`config.mk`:
```
export PLATFORM = sky130hd
export DESIGN_NAME = lcd_raster_gen
export DESIGN_NICKNAME = d
export VERILOG_FILES = /design/src/rtl/lcd_tg_pkg.sv /design/src/rtl/lcd_pix_div.sv /design/src/rtl/lcd_axis.sv /design/src/rtl/lcd_acb.sv /design/src/rtl/lcd_raster_gen.sv
export SDC_FILE = /design/constraint.sdc
export NUM_CORES = 1
export LEC_CHECK = 0
export BUFFER_PORTS_ARGS = -buffer_cell sky130_fd_sc_hd__buf_4
export CAP_MARGIN = 0
export CORE_UTILIZATION = 35
export DETAILED_ROUTE_END_ITERATION = 16
export PLACE_DENSITY_LB_ADDON = 0.1
export SYNTH_ARGS = -nofsm -noshare
export SYNTH_HDL_FRONTEND = slang
export SYNTH_SLANG_ARGS = --single-unit
```
`constraint.sdc`:
```
create_clock -name clk -period 6.6 [get_ports clk]
set_input_delay 0 -clock clk [delete_from_list [all_inputs] [get_ports clk]]
set_output_delay 0 -clock clk [all_outputs]
set_load 0.05 [all_outputs]
```
`src/rtl/lcd_tg_pkg.sv`:
```
package lcd_tg_pkg;

    localparam int POS_W = 12;
    localparam int DIV_W = 8;
    localparam int ACB_W = 8;
    localparam int POL_N = 5;

    typedef struct packed {
        logic [POS_W-1:0] h_act;
        logic [POS_W-1:0] h_sync;
        logic [POS_W-1:0] h_bp;
        logic [POS_W-1:0] h_fp;
        logic [POS_W-1:0] v_act;
        logic [POS_W-1:0] v_sync;
        logic [POS_W-1:0] v_bp;
        logic [POS_W-1:0] v_fp;
        logic [DIV_W-1:0] div;
        logic [ACB_W-1:0] acb_n;
        logic [POL_N-1:0] pol;   // 0 hs, 1 vs, 2 pclk, 3 de, 4 acb
    } timing_t;

    typedef struct packed {
        logic [DIV_W-1:0] cnt;
    } div_st_t;

    typedef struct packed {
        logic [POS_W-1:0] pos;
    } axis_st_t;

    typedef struct packed {
        logic [ACB_W-1:0] cnt;
        logic             lvl;
    } acb_st_t;

    function automatic timing_t decode_timing(input logic [31:0] w0,
                                              input logic [31:0] w1,
                                              input logic [31:0] w2);
        timing_t t;
        t.h_act  = POS_W'(w0[9:0])   + POS_W'(1);
        t.h_sync = POS_W'(w0[15:10]) + POS_W'(1);
        t.h_fp   = POS_W'(w0[23:16]) + POS_W'(1);
        t.h_bp   = POS_W'(w0[31:24]) + POS_W'(1);
        t.v_act  = POS_W'(w1[9:0])   + POS_W'(1);
        t.v_sync = POS_W'(w1[15:10]) + POS_W'(1);
        t.v_fp   = POS_W'(w1[23:16]);
        t.v_bp   = POS_W'(w1[31:24]);
        t.div    = w2[7:0];
        t.acb_n  = w2[15:8];
        t.pol    = w2[24:20];
        return t;
    endfunction

endpackage

```
`src/rtl/lcd_pix_div.sv`:
```
module lcd_pix_div
    import lcd_tg_pkg::*;
(
    input  logic             clk,
    input  logic             rst_n,
    input  logic             tft,
    input  logic [DIV_W-1:0] div_val,
    output logic             pix_en,
    output logic             pclk_raw
);
    localparam logic [DIV_W-1:0] MIN_TFT = DIV_W'(2);
    localparam logic [DIV_W-1:0] MIN_PAS = DIV_W'(3);

    div_st_t st_d, st_q;
    logic [DIV_W-1:0] floor_v, eff, last;

    always_comb begin
        floor_v = tft ? MIN_TFT : MIN_PAS;
        eff     = (div_val < floor_v) ? floor_v : div_val;
        last    = eff - DIV_W'(1);
        // >= lets a shrunk divider recover at once
        pix_en   = (st_q.cnt >= last);
        pclk_raw = (st_q.cnt < (eff >> 1));
        st_d     = st_q;
        st_d.cnt = pix_en ? '0 : st_q.cnt + DIV_W'(1);
    end

    always_ff @(posedge clk or negedge rst_n) begin
        if (!rst_n) st_q <= '0;
        else        st_q <= st_d;
    end
endmodule

```
`src/rtl/lcd_axis.sv`:
```
module lcd_axis
    import lcd_tg_pkg::*;
(
    input  logic             clk,
    input  logic             rst_n,
    input  logic             step,
    input  logic [POS_W-1:0] sync_len,
    input  logic [POS_W-1:0] bp_len,
    input  logic [POS_W-1:0] act_len,
    input  logic [POS_W-1:0] fp_len,
    output logic [POS_W-1:0] pos,
    output logic             in_sync,
    output logic             in_act,
    output logic             at_end
);
    axis_st_t st_d, st_q;
    logic [POS_W-1:0] act_lo, act_hi, total;

    always_comb begin
        act_lo  = sync_len + bp_len;
        act_hi  = act_lo + act_len;
        total   = act_hi + fp_len;
        pos     = st_q.pos;
        in_sync = (st_q.pos < sync_len);
        in_act  = (st_q.pos >= act_lo) && (st_q.pos < act_hi);
        at_end  = (st_q.pos >= total - POS_W'(1));
        st_d    = st_q;
        if (step) begin
            st_d.pos = at_end ? '0 : st_q.pos + POS_W'(1);
        end
    end

    always_ff @(posedge clk or negedge rst_n) begin
        if (!rst_n) st_q <= '0;
        else        st_q <= st_d;
    end
endmodule

```
`src/rtl/lcd_acb.sv`:
```
module lcd_acb
    import lcd_tg_pkg::*;
(
    input  logic             clk,
    input  logic             rst_n,
    input  logic             tft,
    input  logic             line_step,
    input  logic [ACB_W-1:0] span,
    output logic             lvl
);
    acb_st_t st_d, st_q;

    always_comb begin
        st_d = st_q;
        if (tft) begin
            st_d = '0;
        end else if (line_step) begin
            if (st_q.cnt >= span) begin
                st_d.cnt = '0;
                st_d.lvl = ~st_q.lvl;
            end else begin
                st_d.cnt = st_q.cnt + ACB_W'(1);
            end
        end
        lvl = st_q.lvl;
    end

    always_ff @(posedge clk or negedge rst_n) begin
        if (!rst_n) st_q <= '0;
        else        st_q <= st_d;
    end
endmodule

```
`src/rtl/lcd_raster_gen.sv`:
```
module lcd_raster_gen
    import lcd_tg_pkg::*;
(
    input  logic             clk,
    input  logic             rst_n,
    input  logic             tft_mode,
    input  logic [31:0]      tcfg0,
    input  logic [31:0]      tcfg1,
    input  logic [31:0]      tcfg2,
    output logic             pix_en,
    output logic             pclk_o,
    output logic             hsync_o,
    output logic             vsync_o,
    output logic             de_o,
    output logic             acb_o,
    output logic [POS_W-1:0] h_cnt,
    output logic [POS_W-1:0] v_cnt
);
    timing_t tm;
    logic pclk_raw, hs_raw, vs_raw, h_de, v_de, de_raw;
    logic h_wrap, line_step, acb_lvl, unused_v_end;
    logic unused_cfg_bits;

    assign tm = decode_timing(tcfg0, tcfg1, tcfg2);
    assign unused_cfg_bits = ^{tcfg2[31:25], tcfg2[19:16]};

    lcd_pix_div u_div (
        .clk      (clk),
        .rst_n    (rst_n),
        .tft      (tft_mode),
        .div_val  (tm.div),
        .pix_en   (pix_en),
        .pclk_raw (pclk_raw)
    );

    lcd_axis u_haxis (
        .clk      (clk),
        .rst_n    (rst_n),
        .step     (pix_en),
        .sync_len (tm.h_sync),
        .bp_len   (tm.h_bp),
        .act_len  (tm.h_act),
        .fp_len   (tm.h_fp),
        .pos      (h_cnt),
        .in_sync  (hs_raw),
        .in_act   (h_de),
        .at_end   (h_wrap)
    );

    assign line_step = pix_en & h_wrap;

    lcd_axis u_vaxis (
        .clk      (clk),
        .rst_n    (rst_n),
        .step     (line_step),
        .sync_len (tm.v_sync),
        .bp_len   (tm.v_bp),
        .act_len  (tm.v_act),
        .fp_len   (tm.v_fp),
        .pos      (v_cnt),
        .in_sync  (vs_raw),
        .in_act   (v_de),
        .at_end   (unused_v_end)
    );

    lcd_acb u_acb (
        .clk       (clk),
        .rst_n     (rst_n),
        .tft       (tft_mode),
        .line_step (line_step),
        .span      (tm.acb_n),
        .lvl       (acb_lvl)
    );

    assign de_raw  = h_de & v_de;
    assign hsync_o = hs_raw   ^ tm.pol[0];
    assign vsync_o = vs_raw   ^ tm.pol[1];
    assign pclk_o  = pclk_raw ^ tm.pol[2];
    assign de_o    = de_raw   ^ tm.pol[3];
    assign acb_o   = acb_lvl  ^ tm.pol[4];
endmodule

```
# [Word level (Yosys, flattened, before mapping)]
# Cells that the tools add are included.
# Widths: inputs -> output; s select.
[op_classes] n_addsub=19 mul=0 div=0 magnitude_cmp=12 eq_ne=0 shifts=0 mux=9 bitwise_logic=8 reduce_logical=5
[ops] cell="$ge 12x12->1" count=4
[ops] cell="$add 12x1->12 const B" count=2
[ops] cell="$add 12x11->12" count=2
[ops] cell="$lt 12x12->1" count=2
[ops] cell="$lt 12x7->1" count=2
[ops] cell="$mux 12" count=2
[ops] cell="$mux 8" count=3
[ops] cell="$sub 12x1->12 const B" count=2
[ops] cell="$add 10x1->11 const B" count=2
[ops] cell="$add 8x1->9 const B" count=2
[ops] cell="$mux 9" count=2
[ops] cell="$add 8x1->8 const B" count=2
[ops] cell="$ge 8x8->1" count=2
[ops] cell="$add 6x1->7 const B" count=2
[ops] cell="$add 12x8->12" count=1
[ops] cell="$add 12x9->12" count=1
[ops] cell="$add 7x9->10" count=1
[ops] cell="$add 7x8->9" count=1
[ops] cell="$lt 8x7->1" count=1
[ops] cell="$lt 8x8->1" count=1
[ops] cell="$sub 8x1->8 const B" count=1
[ops] cell="$xor 1x1->1" count=5
[ops] cell="$reduce_bool 2->1" count=2
[ops] cell="$and 1x1->1" count=2
[ops] cell="other kinds (4)" count=6
[totals] register_bits=41 latchBits=0 ram_bits=0 rom_bits=0 inputBits=99 out_inout_bits=30 elab_cells=58 n_memories=0

# [Depth between registers and ports, before layout]
# Gate-level depths: netlist of run 1.
[depth] ltp_word=9 mapped_depth=28

# [By module]
# From an unflattened synthesis of run 1, not the netlist that was laid out.
[unflattened] hier_cells=1068 hier_area_um2=8719.6
[modules_own_cells] mod="lcd_axis (u_vaxis)" instances=1 cells_per_inst=417 area_per_inst_um2=3328.2 seq_area_each_um2=300.3
[modules_own_cells] mod="lcd_axis (u_haxis)" instances=1 cells_per_inst=390 area_per_inst_um2=3175.5 seq_area_each_um2=300.3
[modules_own_cells] mod="lcd_pix_div" instances=1 cells_per_inst=93 area_per_inst_um2=830.8 seq_area_each_um2=200.2
[modules_own_cells] mod="lcd_raster_gen" instances=1 cells_per_inst=105 area_per_inst_um2=742.0 seq_area_each_um2=0.0
[modules_own_cells] mod="lcd_acb" instances=1 cells_per_inst=63 area_per_inst_um2=643.1 seq_area_each_um2=225.2

# [Worst setup path after synthesis of run 1]
# Ideal clock, no wire load.
[synth_timing] kind="input to register" start="input tcfg1[10]" end="register u_vaxis.st_q (netlist bit u_vaxis.pos[11])" setup_ns=0.121 arrival_ns=5.142 required_time_ns=6.479 slack_ns=1.337 cell_stages=27 path_cell_list="ha_1 -> ha_1 -> a21o_1 -> a21oi_1 -> o21bai_1 -> a21oi_1 -> o21bai_1 -> a21oi_1 -> xnor2_1 -> ha_1 -> clkbuf_1 -> nor4b_1 -> a2111oi_0 -> o311a_1 -> inv_1 -> ha_1 -> inv_1 -> or4_1 -> o311ai_0 -> nor3_1 -> ha_1 -> o2111ai_1 -> o21ai_0 -> a21oi_1 -> buf_2 -> a211o_1 -> a22o_1"
[synth_between] elab_chain_len=7
[synth_lines] item="start, declared" line="lcd_raster_gen.sv:8" source="input logic [31:0] tcfg1,"
[synth_lines] item="$add 6x1->7" line="lcd_tg_pkg.sv:44" source="t.v_sync = POS_W'(w1[15:10]) + POS_W'(1);"
[synth_lines] item="$add 7x8->9" line="lcd_axis.sv:20" source="act_lo = sync_len + bp_len;"
[synth_lines] item="$add 12x11->12" line="lcd_axis.sv:21" source="act_hi = act_lo + act_len;"
[synth_lines] item="$add 12x8->12" line="lcd_axis.sv:22" source="total = act_hi + fp_len;"
[synth_lines] item="$sub 12x1->12" line="lcd_axis.sv:26" source="at_end = (st_q.pos >= total - POS_W'(1));"
[synth_lines] item="$ge 12x12->1" line="lcd_axis.sv:26"
[synth_lines] item="$mux 12" line="lcd_axis.sv:29" source="st_d.pos = at_end ? '0 : st_q.pos + POS_W'(1);"
[synth_lines] item="end signal, assigned" line="lcd_axis.sv:35" source="else st_q <= st_d;"
[synth_lines] item="end, declared" line="lcd_axis.sv:16" source="axis_st_t st_d, st_q;"
# Every way passes these cells.
# A chain may end at the register's enable or synchronous reset.

# [Worst setup path in the final report of run 1]
[layout_timing] start="input tcfg1[10]" end="register u_vaxis.st_q (netlist bit u_vaxis.pos[0])"
# Same word-level chain as after synthesis.

==> results of run 1 <==
[worst reg2reg max path: cells and delay by family (launching register included)]
family                     cells  cell delay, ns
adders and majority gates      1            0.32
DFF                            1            0.59
muxes                          1            0.30
buffers and inverters          1            0.20
and+or+nand+nor                2            0.46
AOI/OAI and AO/OA              5            1.12
[cell usage in the layout, fill, tap and decap left out, types with 3 or more instances in the layout]
cell type	count
fa_1	6
nand2b_1	14
a211o_1	9
a211oi_1	8
o211ai_1	4
nand2_1	34
nor2_1	47
or3_1	7
dfrtp_1	41
o31a_1	3
and3_1	14
ha_1	162
nand3_1	37
inv_1	118
o31ai_1	6
buf_4	124
o21ai_0	33
or2_2	6
o21bai_1	9
nor4_1	4
xor2_1	24
xnor2_1	38
nor3_1	14
mux2i_1	3
a21o_1	32
or4_1	3
nand4_1	15
nor2b_1	16
o21a_1	24
a31oi_1	5
o32ai_1	3
a21oi_1	58
o21ai_1	9
a22o_1	13
clkbuf_16	5
[where the power goes]
group | internal (W) | switching [W] | leakage, nW
sequential | 0.000299 | 0.000113 | 0.543
clock | 0.000189 | 0.0000986 | 0.0841
combinational | 0.000819 | 0.00106 | 3.79
[logic make-up after synthesis]
| group | synth area share (%) |
|---|---|
| AO/OA/AOI/OAI | 23.1 |
| AND/OR/NAND/NOR | 15.9 |
| adder cells (fa/ha/maj) | 30.6 |
| buffers and inverters | 7.34 |
| XOR/XNOR | 7.75 |
| flip-flops | 14.6 |
| multiplexers | 0.589 |
| other | 0.0535 |
[final timing paths]
check | depth (start not counted) | from | to | slack [ns]
worst max-delay path | 27 | tcfg1[10] | u_vaxis.pos[0] | 0.89
worst min-delay path | 2 | rst_n | u_acb.st_q[1] | 0.25
worst max register to register | 10 | u_haxis.pos[0] | u_vaxis.pos[0] | 3.51
worst min register to register | 1 | u_div.st_q[0] | u_div.st_q[0] | 0.55
max in group asynchronous | 2 | rst_n | u_haxis.pos[11] | 5.95
min in group clk | 3 | tcfg2[24] | acb_o | 0.32
[what timing repair did]
item,in CTS,in global routing
hold buffers,2,0
resized for setup,0,0
hold endpoints to repair,44,0
[sequential cells by signal, summed over array words and instances, names as in the netlist]
name,cells
u_haxis.pos,12
u_vaxis.pos,12
u_div.st_q,8
u_acb.lvl,1
u_acb.st_q,8
[metal layers]
metal	vias up	wire [um]	global-route usage, %
li1	3331	-	-
met1	2818	8270	22.1
met2	90	7860	28.9
met3	7	479	1.63
met4	0	93	2.18
met5	-	0	0
[cell type report]
class                           count  area, sq um
Tap cell                          265          332
Inverter                          118          443
Multi-Input combinational cell    692         5470
Timing Repair Buffer              126          951
Clock inverter                      1         30.0
Clock buffer                        7          143
Fill cell                        2091        11100
Sequential cell                    41         1030
[stage by stage]
step           total power, W  utilization, %  hold slack (ns)  std cells
4_1_cts               0.00262            43.0            0.276       1250
2_1_floorplan         0.00183               -           -0.296        867
5_1_grt               0.00289            43.0            0.314       1250
6_report              0.00257            43.0            0.252       1250
3_5_place_dp          0.00231            42.0           0.0386       1240
3_3_place_gp          0.00231            42.0           0.0382       1240
==> flow_metrics.env, run 1 <==
export IMPL_finalClockSkew_ns=0.00972
export IMPL_p_per_area_nw_per_um2=307
export IMPL_antenna_cells=0
export IMPL_place_congestion=0.772
export IMPL_design_area_sq_um=8400
export IMPL_cts_tree="yes"
export IMPL_cts_made_buffers=5
export IMPL_synth_most_common_cell="ha_1"
export IMPL_synth_seq_area_share_pct=14.6
export IMPL_post_drt_via_cell_ratio=5.00
export IMPL_grt_pass1_wl_mm=27.5
export IMPL_insertion_delay_ns=0.28
export IMPL_cts_sinks=41
export IMPL_endpoint_kind="register"
export IMPL_required_ns=6.82
export IMPL_setup_viol=0
export IMPL_fmax_mhz=175
export IMPL_crit_fanout=8
export IMPL_drcViolationCount=0
export IMPL_slew_headroom_pct=56.7
export IMPL_report_final_slew_viol_count=0
export IMPL_outcome="completed"
export IMPL_syn_nets=1134
export IMPL_cts_buffer_depth=2
export IMPL_synth_edf_count=0
export IMPL_drv_cap=0
export IMPL_drtAntennaViolNets=0
export IMPL_leakagePower_nw=4.42
export IMPL_synthDistinctLibCells=61
export IMPL_critPathTopFamily="compound AO/OA/AOI/OAI gates"
export IMPL_pin_count=129
export IMPL_drt_wirelength_per_cell_um=13.4
export IMPL_synth_area_leader_cell="ha_1"
export IMPL_cts_root_buf="clkbuf_16"
export IMPL_syn_inst=867
export IMPL_dpl_hpwl_mm=13.8
export IMPL_start_kind="input port"
export IMPL_grt_start_max_net_pins=42
export IMPL_core_area_sq_um=19500
export IMPL_holdCritPathClass="in2async"
export IMPL_slowest_delay_ns=0.49
export IMPL_worstSetupPathType="in2reg"
export IMPL_timing_final_ws_setup_ns=0.893
export IMPL_ir_drop_v=0.000164
export IMPL_vias=6246
export IMPL_clk_pin_slew_ns=0.06
export IMPL_postCtsSetupRepairBufs=0
export IMPL_tightestPinTransition_ns=0.643
export IMPL_finalSetupTns_ns=0
export IMPL_grt_usage_pct=16.4
export IMPL_ys_ff_latch=41
export IMPL_netlist_area_sq_um=7010
export IMPL_post_place_ws_ns=0.515
export IMPL_overflow=0
export IMPL_placed_cell_area_sq_um=8210
export IMPL_drive_gt1_share_pct=14.7
export IMPL_postSynthAreaPerCell_sq_um=8.09
export IMPL_fin_crit_sh_pct=86.5
export IMPL_crit_path_top_delay_cell="or4_1"
export IMPL_die_h_um=144
export IMPL_yosysWarnings=0
export IMPL_drtPass1Iterations=4
export IMPL_synthTopCellsByCount="ha_1 (162), inv_1 (118), a21oi_1 (58)"
export IMPL_rows=51
export IMPL_grt_pass1_vias=5765
export IMPL_hold_viol=0
export IMPL_synth_top_area_share_pct=28.9
export IMPL_crit_arrival_ns=5.93
export IMPL_die_area_sq_um=20600
export IMPL_wirelength_mm=16.7
export IMPL_async_flop_share_pct=100
export IMPL_die_w_um=144
export IMPL_drt_iter0_drc=223
export IMPL_synth_area_leaders="ha_1 (29%), dfrtp_1 (15%), inv_1 (6.3%)"
export IMPL_syn_to_final_growth_pct=19.8
export IMPL_nNetsFinal=1251
export IMPL_crit_path_frequent_cell="ha_1"
export IMPL_rsz0062_at_grt="false"
export IMPL_antenna_found_initial=0
export IMPL_start_util_pct=35.9
export IMPL_synth_flop_cell="dfrtp_1"
export IMPL_path_buf_inv=3
export IMPL_min_period_ns=5.71
export IMPL_htreeDepth=2
export IMPL_io_buffers=117
Power figures use the tool's default switching activity.
==> run 2: changes to the inputs <==
--- a/config.mk
+++ b/config.mk
@@ -12,4 +12,5 @@
 export PLACE_DENSITY_LB_ADDON = 0.1
 export SYNTH_ARGS = -nofsm -noshare
 export SYNTH_HDL_FRONTEND = slang
+export SYNTH_HIERARCHICAL = 1
 export SYNTH_SLANG_ARGS = --single-unit
==> run 2 against run 1 <==
Compared with the run above:
- synthesized cell count is 23% higher
- flip-flop and latch count unchanged
- synthesized area rose by 24%
- sequential share of layout area is 2.3 points lower
- highest routed layer unchanged
- hold slack got worse by 0.10 ns
- largest power group unchanged
- combinational power up 41%
- via count increased by 20%
==> flow_metrics.env, run 2 <==
export IMPL_outcome="completed"
export IMPL_syn_inst=1068
export IMPL_r2r_setup_slack_ns=3.42
export IMPL_endpoint_kind="register"
export IMPL_clk_pin_slew_ns=0.06
export IMPL_core_area_sq_um=24400
export IMPL_post_place_ws_ns=0.174
export IMPL_dpl_hpwl_mm=17.2
export IMPL_antenna_cells=0
export IMPL_crit_arrival_ns=6.20
export IMPL_ys_ff_latch=41
export IMPL_die_area_sq_um=25500
export IMPL_drtAntennaViolNets=0
export IMPL_synthDistinctLibCells=78
export IMPL_holdCritPathClass="in2reg"
export IMPL_cts_sinks=41
export IMPL_grt_usage_pct=16.2
export IMPL_insertion_delay_ns=0.29
export IMPL_cts_tree="yes"
export IMPL_final_common_cell="ha_1"
export IMPL_place_congestion=0.784
export IMPL_synthTopCellsByCount="ha_1 (209), inv_1 (162), a21oi_1 (86)"
export IMPL_min_to="u_acb/st_q[3]"
export IMPL_slowest_delay_ns=0.48
export IMPL_drcViolationCount=0
export IMPL_yosysWarnings=6
export IMPL_min_period_ns=6.02
export IMPL_crit_path_top_delay_cell="fa_1"
export IMPL_grt_pass1_wl_mm=34.3
export IMPL_synth_seq_area_share_pct=11.8
export IMPL_crit_fanout=8
export IMPL_hold_path_depth=3
export IMPL_nNetsFinal=1544
export IMPL_die_w_um=160
export IMPL_synth_top_area_share_pct=30.0
export IMPL_worstSetupPathType="in2reg"
export IMPL_drv_cap=0
export IMPL_synth_most_common_cell="ha_1"
export IMPL_synth_area_leaders="ha_1 (30%), dfrtp_1 (12%), xnor2_1 (7.6%)"
export IMPL_fill_cells=2601
export IMPL_r2r_start="u_div/st_q[0]"
export IMPL_drt_iter0_drc=366
export IMPL_postCtsSetupRepairBufs=0
export IMPL_vias=7485
export IMPL_start_kind="input port"
export IMPL_required_ns=6.78
export IMPL_grt_pass1_vias=7072
export IMPL_fmax_mhz=166
export IMPL_synth_area_leader_cell="ha_1"
export IMPL_cts_root_buf="clkbuf_16"
export IMPL_reg2reg_to="u_acb/st_q[8]"
export IMPL_netlist_area_sq_um=8720
export IMPL_synth_edf_count=0
export IMPL_finalClockSkew_ns=0.00842
export IMPL_ir_drop_v=0.000218
export IMPL_pin_count=129
export IMPL_synth_flop_cell="dfrtp_1"
export IMPL_tightestPinTransition_ns=0.576
export IMPL_die_h_um=160
export IMPL_slew_headroom_pct=61.6
export IMPL_grt_start_max_net_pins=42
export IMPL_async_flop_share_pct=100
export IMPL_syn_to_final_growth_pct=18.7
export IMPL_p_per_area_nw_per_um2=323
export IMPL_fin_crit_sh_pct=91.2
export IMPL_timing_final_ws_setup_ns=0.582
export IMPL_drive_gt1_share_pct=13.7
export IMPL_leakagePower_nw=5.41
export IMPL_wirelength_mm=20.3
export IMPL_drt_wirelength_per_cell_um=13.0
export IMPL_setup_viol=0
export IMPL_report_final_slew_viol_count=0
export IMPL_antenna_found_initial=0
export IMPL_worstHoldStart="tft_mode"
export IMPL_post_drt_via_cell_ratio=4.81
export IMPL_crit_path_frequent_cell="ha_1"
export IMPL_htreeDepth=2
export IMPL_cts_made_buffers=5
export IMPL_reg2regPathDepth=13
export IMPL_drtPass1Iterations=4
export IMPL_rows=57
export IMPL_final_cell_mix="ha_1 (208), inv_1 (162), buf_4 (121)"
export IMPL_multi_input_area_sq_um=7210
export IMPL_rsz0062_at_grt="false"
export IMPL_regArea_sq_um=1030
export IMPL_hold_viol=0
export IMPL_cts_buffer_depth=2
export IMPL_overflow=0
export IMPL_postSynthAreaPerCell_sq_um=8.16
export IMPL_io_buffers=117
export IMPL_start_util_pct=35.7
export IMPL_finalSetupTns_ns=0
run 2: changes by cell type after synthesis, moves of 9 or more:
cell     change
a211o_1      -9
nand2_1     +14
xor2_1      +30
ha_1        +47
a22o_1      -10
inv_1       +44
xnor2_1     +38
nor2b_1      -9
a21oi_1     +28
o21a_1      -14
run 2: area by class of cell:
cell class              count  share of cell area [%]
clock buffers               7                    1.38
clock inverters             1                   0.290
inverters                 164                    5.95
multi-input cells         896                    69.7
flip-flops and latches     41                    9.92
well taps                 324                    3.92
repair buffers            122                    8.88
run 2: per-stage QoR:
| stage | instance area [sq um] | util, % | total power, W | hold WS (ns) | instances |
|---|---|---|---|---|---|
| global route | 10300 | 42.4 | 0.00379 | 0.153 | 1555 |
| global placement | 10200 | 41.6 | 0.00304 | 0.0442 | 1546 |
| CTS | 10300 | 42.4 | 0.00339 | 0.123 | 1555 |
| finish | 10300 | 42.4 | 0.00335 | 0.150 | 1555 |
| floorplan | 8860 | - | 0.00248 | -0.296 | 1105 |
| detailed placement | 10200 | 41.6 | 0.00307 | 0.0452 | 1546 |
run 2: worst max-delay path by stage:
stage	from	to	slack, ns
finish	tcfg0[10]	u_acb/st_q[8]	0.58
global route	tcfg0[10]	u_acb/st_q[8]	0.01
CTS	tcfg0[10]	u_acb/st_q[8]	0.44
detailed placement	tcfg0[10]	u_acb/st_q[8]	0.17
global placement	tcfg0[10]	u_acb/st_q[8]	0.26
floorplan	tcfg0[10]	u_vaxis/pos[3]	0.88
run 2: per-layer routing:
metal  up-vias  wire, um  GRT usage (%)
met5         -         0              0
met4         0       110           1.73
met3         8       659           2.18
met2       105      9310           27.2
met1      3322     10200           22.6
li1       4050         -              -
run 2: power breakdown:
| group | internal, W | switching, W | leakage (nW) |
|---|---|---|---|
| clock network | 0.000189 | 0.000101 | 0.0841 |
| registers | 0.000300 | 0.000107 | 0.537 |
| logic | 0.00119 | 0.00145 | 4.79 |
| total | 0.00168 | 0.00166 | 5.41 |
run 2: kinds of logic (layout without fill, tap and decap cells):
group                    Yosys count  after routing  synth area share, %
AO/OA/AOI/OAI                    265            265                 20.8
XOR/XNOR                         134            134                 13.8
adder cells (fa/ha/maj)          215            215                 31.4
buffers and inverters            168            294                 7.23
flip-flops                        41             41                 11.8
multiplexers                       6              6                0.803
other                              1             38               0.0430
AND/OR/NAND/NOR                  238            238                 14.2
run 2: worst max-delay path, delay by kind of cell:
kind	cells	cell delay (ns)
AND/OR/NAND/NOR	6	0.74
adder cells (fa/ha/maj)	6	1.98
XOR/XNOR	5	0.85
buffers and inverters	4	0.40
AO/OA/AOI/OAI	13	2.22
run 2: what timing repair did:
action	4_1_cts	5_1_grt
endpoints found under the hold margin	41	0
hold buffers	1	0
setup endpoints to repair	0	9
gates resized for setup	0	3
==> run 3: changes to the inputs <==
--- a/config.mk
+++ b/config.mk
@@ -9,7 +9,7 @@
 export CAP_MARGIN = 0
 export CORE_UTILIZATION = 35
 export DETAILED_ROUTE_END_ITERATION = 16
-export PLACE_DENSITY_LB_ADDON = 0.1
+export REMOVE_ABC_BUFFERS = 1
 export SYNTH_ARGS = -nofsm -noshare
 export SYNTH_HDL_FRONTEND = slang
 export SYNTH_HIERARCHICAL = 1
==> run 3 against run 2 <==
Compared with the run above:
- first-iteration DRC count fell by 33%
- hold slack got worse by 0.013 ns
- critical path depth did not move
- die area did not move
- clock-buffer cell count fell by 1
- sequential power barely moved
- final area fell by 0.12%
- clock skew fell by 0.0014 ns
- routed wire length fell by 3.3%
- largest power group unchanged
- highest routed layer unchanged
==> flow_metrics.env, run 3 (same netlist as run 2, synthesis figures left out) <==
export IMPL_reg2regPathDepth=13
export IMPL_fin_crit_sh_pct=90.0
export IMPL_place_congestion=0.822
export IMPL_ir_drop_v=0.000168
export IMPL_fin_cells=1555
export IMPL_pin_count=129
export IMPL_cts_sinks=41
export IMPL_r2r_setup_slack_ns=3.51
export IMPL_startpoint="tcfg0[10]"
export IMPL_start_kind="input port"
export IMPL_drcViolationCount=0
export IMPL_nNetsFinal=1544
export IMPL_fmax_mhz=168
export IMPL_min_period_ns=5.94
export IMPL_cts_hold_buf=1
export IMPL_grt_start_max_net_pins=42
export IMPL_final_util_pct=42.4
export IMPL_cts_tree="yes"
export IMPL_slowest_delay_ns=0.48
export IMPL_finalPower_w=0.00334
export IMPL_holdCritPathClass="in2reg"
export IMPL_reg2reg_to="u_acb/st_q[8]"
export IMPL_fill_cells=2566
export IMPL_drtAntennaViolNets=0
export IMPL_r2r_start="u_div/st_q[0]"
export IMPL_insertion_delay_ns=0.28
export IMPL_worstSetupPathType="in2reg"
export IMPL_die_area_sq_um=25500
export IMPL_worstHoldStart="tft_mode"
export IMPL_crit_path_frequent_cell="ha_1"
export IMPL_rsz0062_at_grt="false"
export IMPL_core_area_sq_um=24400
export IMPL_dp_cells=1546
export IMPL_drt_iter0_drc=244
export IMPL_p_per_area_nw_per_um2=323
export IMPL_crit_path_top_delay_cell="fa_1"
export IMPL_tightestPinTransition_ns=0.534
export IMPL_die_h_um=160
export IMPL_cts_buffer_depth=2
export IMPL_leakagePower_nw=5.40
export IMPL_drive_gt1_share_pct=13.5
export IMPL_final_common_cell="ha_1"
export IMPL_crit_arrival_ns=6.11
export IMPL_hold_viol=0
export IMPL_grt_pass1_vias=7415
export IMPL_antenna_found_initial=0
export IMPL_holdWs_ns=0.137
export IMPL_final_cell_mix="ha_1 (209), inv_1 (162), buf_4 (121)"
export IMPL_grt_pass1_wl_mm=33.8
export IMPL_dpl_hpwl_mm=17.0
export IMPL_wirelength_mm=19.6
export IMPL_drtPass1Iterations=4
export IMPL_required_ns=6.77
export IMPL_htreeDepth=2
export IMPL_critPathCapture="u_acb/st_q[8]"
export IMPL_finalSetupTns_ns=0
export IMPL_syn_to_final_growth_pct=18.5
export IMPL_cts_resized=0
export IMPL_slew_headroom_pct=64.4
export IMPL_finalClockSkew_ns=0.00706
export IMPL_endpoint_kind="register"
export IMPL_postCtsSetupRepairBufs=0
export IMPL_start_util_pct=35.7
export IMPL_antenna_cells=0
export IMPL_cts_root_buf="clkbuf_16"
export IMPL_report_final_slew_viol_count=0
export IMPL_overflow=0
export IMPL_grt_usage_pct=15.6
export IMPL_rows=57
export IMPL_cts_made_buffers=5
export IMPL_drt_wirelength_per_cell_um=12.6
export IMPL_vias=7605
export IMPL_regArea_sq_um=1030
export IMPL_outcome="completed"
export IMPL_multi_input_area_sq_um=7200
export IMPL_io_buffers=117
export IMPL_post_drt_via_cell_ratio=4.89
export IMPL_crit_fanout=7
export IMPL_drv_cap=0
export IMPL_setup_viol=0
export IMPL_clk_pin_slew_ns=0.06
export IMPL_die_w_um=160
## run 3: how the worst min path moves through the flow
stage	endpoint	depth (start not counted)	slack [ns]
6_report	u_acb/lvl	3	0.14
5_1_grt	u_acb/st_q[3]	3	0.16
4_1_cts	u_acb/lvl	3	0.13
3_5_place_dp	u_acb/lvl	1	0.04
3_3_place_gp	u_div/st_q[7]	1	0.03
2_1_floorplan	u_acb/lvl	0	-0.30
## run 3: layout make-up
cell class,instances,area share [%]
Inverter,164,5.96
Sequential cell,41,9.93
Clock buffer,6,1.25
Multi-Input combinational cell,896,69.7
Tap cell,324,3.92
Timing Repair Buffer,122,8.89
Clock inverter,2,0.375
## run 3: through the flow
stage	cell area, sq um	worst slack, ns
after detailed placement	10200	0.328
after global routing	10300	0.000147
final	10300	0.659
after global placement	10200	0.346
after floorplan	8840	0.719
after CTS	10300	0.590
## run 3: worst max-delay path: cells and delay by family
family / cells / cell delay [ns]
AND/OR/NAND/NOR: 6 / 0.70
XOR/XNOR: 5 / 0.83
adder cells (fa/ha/maj): 6 / 1.96
buffers and inverters: 4 / 0.39
AO/OA/AOI/OAI: 13 / 2.24
## run 3: per-layer routing
metal	part of all wire, %	vias up	routed length (um)	track usage [%]
met5	0	-	0	0
met4	0.87	0	171	2.60
met3	2.6	11	509	1.51
met2	48	97	9500	28.8
met1	48	3455	9430	19.7
li1	-	4042	-	-
## run 3: power breakdown
group / switching (W) / internal [W] / total (W)
combinational: 0.00146 / 0.00120 / 0.00265
sequential: 0.000110 / 0.000300 / 0.000410
clock: 0.0000959 / 0.000179 / 0.000275
total: 0.00166 / 0.00168 / 0.00334
